==> config.mk <==
export PLATFORM = sky130hd
export DESIGN_NAME = multiclk_sample_qual
export DESIGN_NICKNAME = d
export VERILOG_FILES = /design/src/rtl/qual_pkg.sv /design/src/rtl/qual_sync.sv /design/src/rtl/qual_cond.sv /design/src/rtl/lane_capture.sv /design/src/rtl/multiclk_sample_qual.sv
export SDC_FILE = /design/constraint.sdc
export NUM_CORES = 1
export LEC_CHECK = 0
export ABC_AREA = 1
export CAP_MARGIN = 20
export CORE_MARGIN = 5
export CORE_UTILIZATION = 44
export DETAILED_ROUTE_END_ITERATION = 8
export PLACE_DENSITY = 0.83
export SLEW_MARGIN = 20
export SYNTH_ARGS = -nofsm -noshare
export SYNTH_HDL_FRONTEND = slang
export SYNTH_SLANG_ARGS = --single-unit
==> constraint.sdc <==
create_clock -name clk -period 3.2 [get_ports clk]
set_input_delay 0.64 -clock clk [delete_from_list [all_inputs] [get_ports clk]]
set_output_delay 0.64 -clock clk [all_outputs]
set_load 0.005 [all_outputs]
==> src/rtl/qual_pkg.sv <==
package qual_pkg;
    localparam int MODE_W = 3;

    typedef enum logic [MODE_W-1:0] {
        QM_OFF  = 3'd0,
        QM_RISE = 3'd1,
        QM_FALL = 3'd2,
        QM_BOTH = 3'd3,
        QM_HIGH = 3'd4,
        QM_LOW  = 3'd5
    } qmode_e;
endpackage

==> src/rtl/qual_sync.sv <==
module qual_sync #(
    parameter int W = 4
) (
    input  logic         clk,
    input  logic         rst_n,
    input  logic [W-1:0] async_in,
    output logic [W-1:0] sync_out
);
    typedef struct packed {
        logic [W-1:0] meta;
        logic [W-1:0] stab;
    } sync_t;

    sync_t st_d, st_q;

    always_comb begin
        st_d      = st_q;
        st_d.meta = async_in;
        st_d.stab = st_q.meta;
    end

    always_ff @(posedge clk or negedge rst_n) begin
        if (!rst_n) st_q <= '0;
        else        st_q <= st_d;
    end

    assign sync_out = st_q.stab;
endmodule

==> src/rtl/qual_cond.sv <==
module qual_cond
    import qual_pkg::*;
(
    input  logic              clk,
    input  logic              rst_n,
    input  logic              lvl,
    input  logic [MODE_W-1:0] mode,
    output logic              hit
);
    typedef struct packed {
        logic prev;
    } cond_t;

    cond_t st_d, st_q;
    logic  rise, fall;

    always_comb begin
        st_d      = st_q;
        st_d.prev = lvl;
        rise      = lvl & ~st_q.prev;
        fall      = ~lvl & st_q.prev;
        case (mode)
            QM_RISE: hit = rise;
            QM_FALL: hit = fall;
            QM_BOTH: hit = rise | fall;
            QM_HIGH: hit = lvl;
            QM_LOW:  hit = ~lvl;
            default: hit = 1'b0;
        endcase
    end

    always_ff @(posedge clk or negedge rst_n) begin
        if (!rst_n) st_q <= '0;
        else        st_q <= st_d;
    end
endmodule

==> src/rtl/lane_capture.sv <==
module lane_capture #(
    parameter int DATA_W = 64,
    parameter int LANE_W = 8,
    localparam int NUM_LANES = DATA_W / LANE_W
) (
    input  logic                 clk,
    input  logic                 rst_n,
    input  logic [NUM_LANES-1:0] lane_hit,
    input  logic                 any_hit,
    input  logic [DATA_W-1:0]    data_in,
    output logic                 valid,
    output logic [DATA_W-1:0]    data_out
);
    typedef struct packed {
        logic              valid;
        logic [DATA_W-1:0] data;
    } cap_t;

    cap_t st_d, st_q;

    always_comb begin
        st_d       = st_q;
        st_d.valid = any_hit;
        for (int l = 0; l < NUM_LANES; l++) begin
            if (lane_hit[l])
                st_d.data[l*LANE_W +: LANE_W] = data_in[l*LANE_W +: LANE_W];
        end
    end

    always_ff @(posedge clk or negedge rst_n) begin
        if (!rst_n) st_q <= '0;
        else        st_q <= st_d;
    end

    assign valid    = st_q.valid;
    assign data_out = st_q.data;
endmodule

==> src/rtl/multiclk_sample_qual.sv <==
module multiclk_sample_qual
    import qual_pkg::*;
#(
    parameter int NUM_CLK = 4,
    parameter int POD_W   = 16,
    parameter int LANE_W  = 8,
    localparam int DATA_W    = NUM_CLK * POD_W,
    localparam int NUM_LANES = DATA_W / LANE_W
) (
    input  logic                         clk,
    input  logic                         rst_n,
    input  logic [NUM_CLK-1:0]           qual_clk_in,
    input  logic [NUM_CLK*MODE_W-1:0]    qual_mode,
    input  logic [NUM_LANES*NUM_CLK-1:0] lane_clk_mask,
    input  logic [DATA_W-1:0]            pod_data,
    output logic                         sample_stb,
    output logic                         cap_valid,
    output logic [DATA_W-1:0]            cap_data
);
    logic [NUM_CLK-1:0]   clk_sync;
    logic [NUM_CLK-1:0]   clk_hit;
    logic [NUM_LANES-1:0] lane_hit;

    qual_sync #(.W(NUM_CLK)) u_sync (
        .clk      (clk),
        .rst_n    (rst_n),
        .async_in (qual_clk_in),
        .sync_out (clk_sync)
    );

    for (genvar i = 0; i < NUM_CLK; i++) begin : g_cond
        qual_cond u_cond (
            .clk   (clk),
            .rst_n (rst_n),
            .lvl   (clk_sync[i]),
            .mode  (qual_mode[i*MODE_W +: MODE_W]),
            .hit   (clk_hit[i])
        );
    end

    for (genvar l = 0; l < NUM_LANES; l++) begin : g_lane
        assign lane_hit[l] = |(clk_hit & lane_clk_mask[l*NUM_CLK +: NUM_CLK]);
    end

    assign sample_stb = |clk_hit;

    lane_capture #(.DATA_W(DATA_W), .LANE_W(LANE_W)) u_cap (
        .clk      (clk),
        .rst_n    (rst_n),
        .lane_hit (lane_hit),
        .any_hit  (sample_stb),
        .data_in  (pod_data),
        .valid    (cap_valid),
        .data_out (cap_data)
    );
endmodule

==> reports/metrics.yaml <==
routing_usage_on_met3_pct: 6.20
postCtsSetupRepairBufs: 0
grt.busiest_layer: "met2"
core_um2: 8180
yosys_register_bits: 77
hold_viol: 0
worstSkewPairLatency_ps: 330
maxClockFrequency_ghz: 0.351
postSynthCellCount: 399
setup_viols_final: 0
finalCriticalPeriod_ps: 2850
drive_above_1_share_pct: 10.6
crit_path_end: "sample_stb"
timing.critical_path.arrival_ps: 2210
drc_errors: 0
global_route_wire_length_before_repair_um: 17400
finalWirelength_um: 10700
worst-r2r-setup-slack_ps: 1380
clock_tree.buffer_depth: 2
global_route_overflow: 0
synth.area.top_cells: "sky130_fd_sc_hd__dfrtp_1 52%, sky130_fd_sc_hd__nand2_1 15%, sky130_fd_sc_hd__o21ai_0 8.7%, sky130_fd_sc_hd__nand2_4 5.2%, sky130_fd_sc_hd__nand3_1 4.4%"
post_dp_area_um2: 5620
synthesized_netlist_net_count: 521
postCtsResizedCells: 0
synth_async_sr_flop_share_pct: 100
setup_total_negative_slack_ps: 0
number_of_enable_type_register_cells_in_the_synthesized_netlist: 0
area.growth.synth_to_final_pct: 58.3
routed_wire_length_per_instance_um: 15.3
grt_setup_unrepaired: "no"
worst_slew_pin_slew_ps: 696
port_buffers: 179
yosysWarnings: 0
final_setup_skew_ps: 8.40
synthTopCellsByCount: "147 x sky130_fd_sc_hd__nand2_1, 77 x sky130_fd_sc_hd__dfrtp_1, 64 x sky130_fd_sc_hd__o21ai_0, 32 x sky130_fd_sc_hd__nand3_1, 22 x sky130_fd_sc_hd__inv_1"
synth.largest_area_cell: "sky130_fd_sc_hd__dfrtp_1"
final.fill_count: 631
antennaDiodeCount: 0
clockRootBuffer: "sky130_fd_sc_hd__clkbuf_8"
run_status: "finished, final reports clean"
final_core_util_pct: 71.1
synth.cell_area_um2: 3670
worst_ir_drop_vdd_mv: 0.296
row_count: 33
reg2reg_depth: 10
tritoncts: "built"
floorplan.initialDensity_pct: 44.9
design.portCount: 180
finalWeightedCongestion: 0.828
antenna_found_initial: 0
route.vias.total: 3455
routed_via_density: 4.92
slew_violations: 0
dieHeight_um: 101
design_power_total_mw: 2.81
critical_path_class: "in2out"
die_area_um2: 10300
crit_required_ps: 2560
clk_pin_slew_worst_paths_ps: 80
cts_sinks: 77
die_width_um: 101
number_of_global_route_vias_before_repair: 3686
detail_route.first_pass.iterations: 4
ctsHtreeMaxLevel: 3
synthDistinctLibCells: 17
gr_usage_total_pct: 21.6
min_period_over_period_pct: 89.1
max-cap-violations: 0
syn-mean-instance-area_um2: 9.20
cellPowerDensity_nw_per_um2: 483
drt_first_iter_violations: 102
final_net_count: 714
seq_area_frac_synth_pct: 52.5
stdcell_area_um2: 5810
post-synth-top-count-cell: "sky130_fd_sc_hd__nand2_1"
cts.hold.buffers_added: 0
groute.layer.met1.usage_pct: 26.5
holdCritPathClass: "in2async"
cp-end-kind: "output pin"
cts_buffers: 9
r2r_startpoint: "u_sync.sync_out[0]"
dp_hpwl_um: 8500
synth_top_area_share_pct: 52.5
met2_usage_pct: 36.5
total_leakage_power_nw: 2.72
grt_max_degree: 78
antenna_left: 0
synthFlopType: "sky130_fd_sc_hd__dfrtp_1"
crit-reg2reg-capture: "u_cap.data_out[13]"
timing.critical_path.from_type: "input pin"
timing.slew.headroom_pct: 53.6
cp-startpoint: "qual_mode[6]"
worstPathMaxFanout: 9
where the power goes:
| part | leakage, nW | switching [mW] | internal, mW |
|---|---|---|---|
| Combinational | 1.69 | 0.379 | 0.494 |
| Clock | 0.0964 | 0.339 | 0.380 |
| Sequential | 0.925 | 0.0871 | 1.13 |
critical path: stages:
cell	delay, ps
sky130_fd_sc_hd__clkdlybuf4s50_1	520
sky130_fd_sc_hd__inv_1	70
sky130_fd_sc_hd__nand2_1	60
sky130_fd_sc_hd__nand3_1	70
sky130_fd_sc_hd__nand2_2	140
sky130_fd_sc_hd__nand2_1	80
sky130_fd_sc_hd__nand3_1	90
sky130_fd_sc_hd__clkdlybuf4s50_1	540
sequential cells by signal, indices dropped and copies added (netlist names):
name,count
u_cap.valid,1
u_sync.sync_out,4
u_sync.st_d,4
g_cond.u_cond.st_q,4
u_cap.data_out,64
worst min path at each step:
stage | end | cells after the start | startpoint | slack (ps)
2_1_floorplan | u_sync.sync_out[0] | 0 | u_sync.st_d[0] | 330
3_3_place_gp | u_sync.sync_out[2] | 0 | u_sync.st_d[2] | 330
3_5_place_dp | u_sync.sync_out[1] | 0 | u_sync.st_d[1] | 340
4_1_cts | u_sync.sync_out[1] | 0 | u_sync.st_d[1] | 350
5_1_grt | u_cap.data_out[54] | 1 | rst_n | 370
6_report | u_cap.data_out[54] | 1 | rst_n | 300
kinds of logic after synthesis:
family / synth area share, %
compound gates: 8.86
simple gates: 33.5
fa+ha+maj: 2.73
flops: 52.5
buf+inv: 2.45
routing by layer:
metal,wire length [um],vias to the layer above,share of wire (%)
li1,-,1686,-
met1,4330,1621,40
met2,5360,134,50
met3,892,14,8.3
met4,162,0,1.5
met5,0,-,0
final cells by class:
cell class              count  area [um2]  area share, %
clock inverters             4        47.5          0.818
clock buffers              12         145           2.50
repair buffers            182        1820           31.2
multi-input cells         298        1660           28.5
inverters                  24        90.1           1.55
well taps                 105         131           2.26
flip-flops and latches     77        1930           33.2
metrics by stage:
stage | setup slack (ps) | std cells | hold WS, ps
after CTS | 323 | 702 | 353
after global routing | 223 | 702 | 370
final | 349 | 702 | 297
after floorplan | 1390 | 399 | 331
after detailed placement | 329 | 686 | 336
after global placement | 361 | 686 | 332
cells in the final DEF (no fill, tap or decap), types with 2 or more instances in the layout:
cell type                         instances
sky130_fd_sc_hd__nor2_8                   8
sky130_fd_sc_hd__clkinv_2                 2
sky130_fd_sc_hd__clkdlybuf4s50_1        178
sky130_fd_sc_hd__nand2_4                 17
sky130_fd_sc_hd__nand3_1                 32
sky130_fd_sc_hd__ha_1                     8
sky130_fd_sc_hd__nand3_2                  4
sky130_fd_sc_hd__inv_1                   22
sky130_fd_sc_hd__clkbuf_1                 2
sky130_fd_sc_hd__nand2_2                 12
sky130_fd_sc_hd__nand2_1                147
sky130_fd_sc_hd__buf_4                    3
sky130_fd_sc_hd__nand3_4                  2
sky130_fd_sc_hd__clkbuf_8                10
sky130_fd_sc_hd__o21ai_0                 64
sky130_fd_sc_hd__dfrtp_1                 77
(Power assumes the default switching activity.)
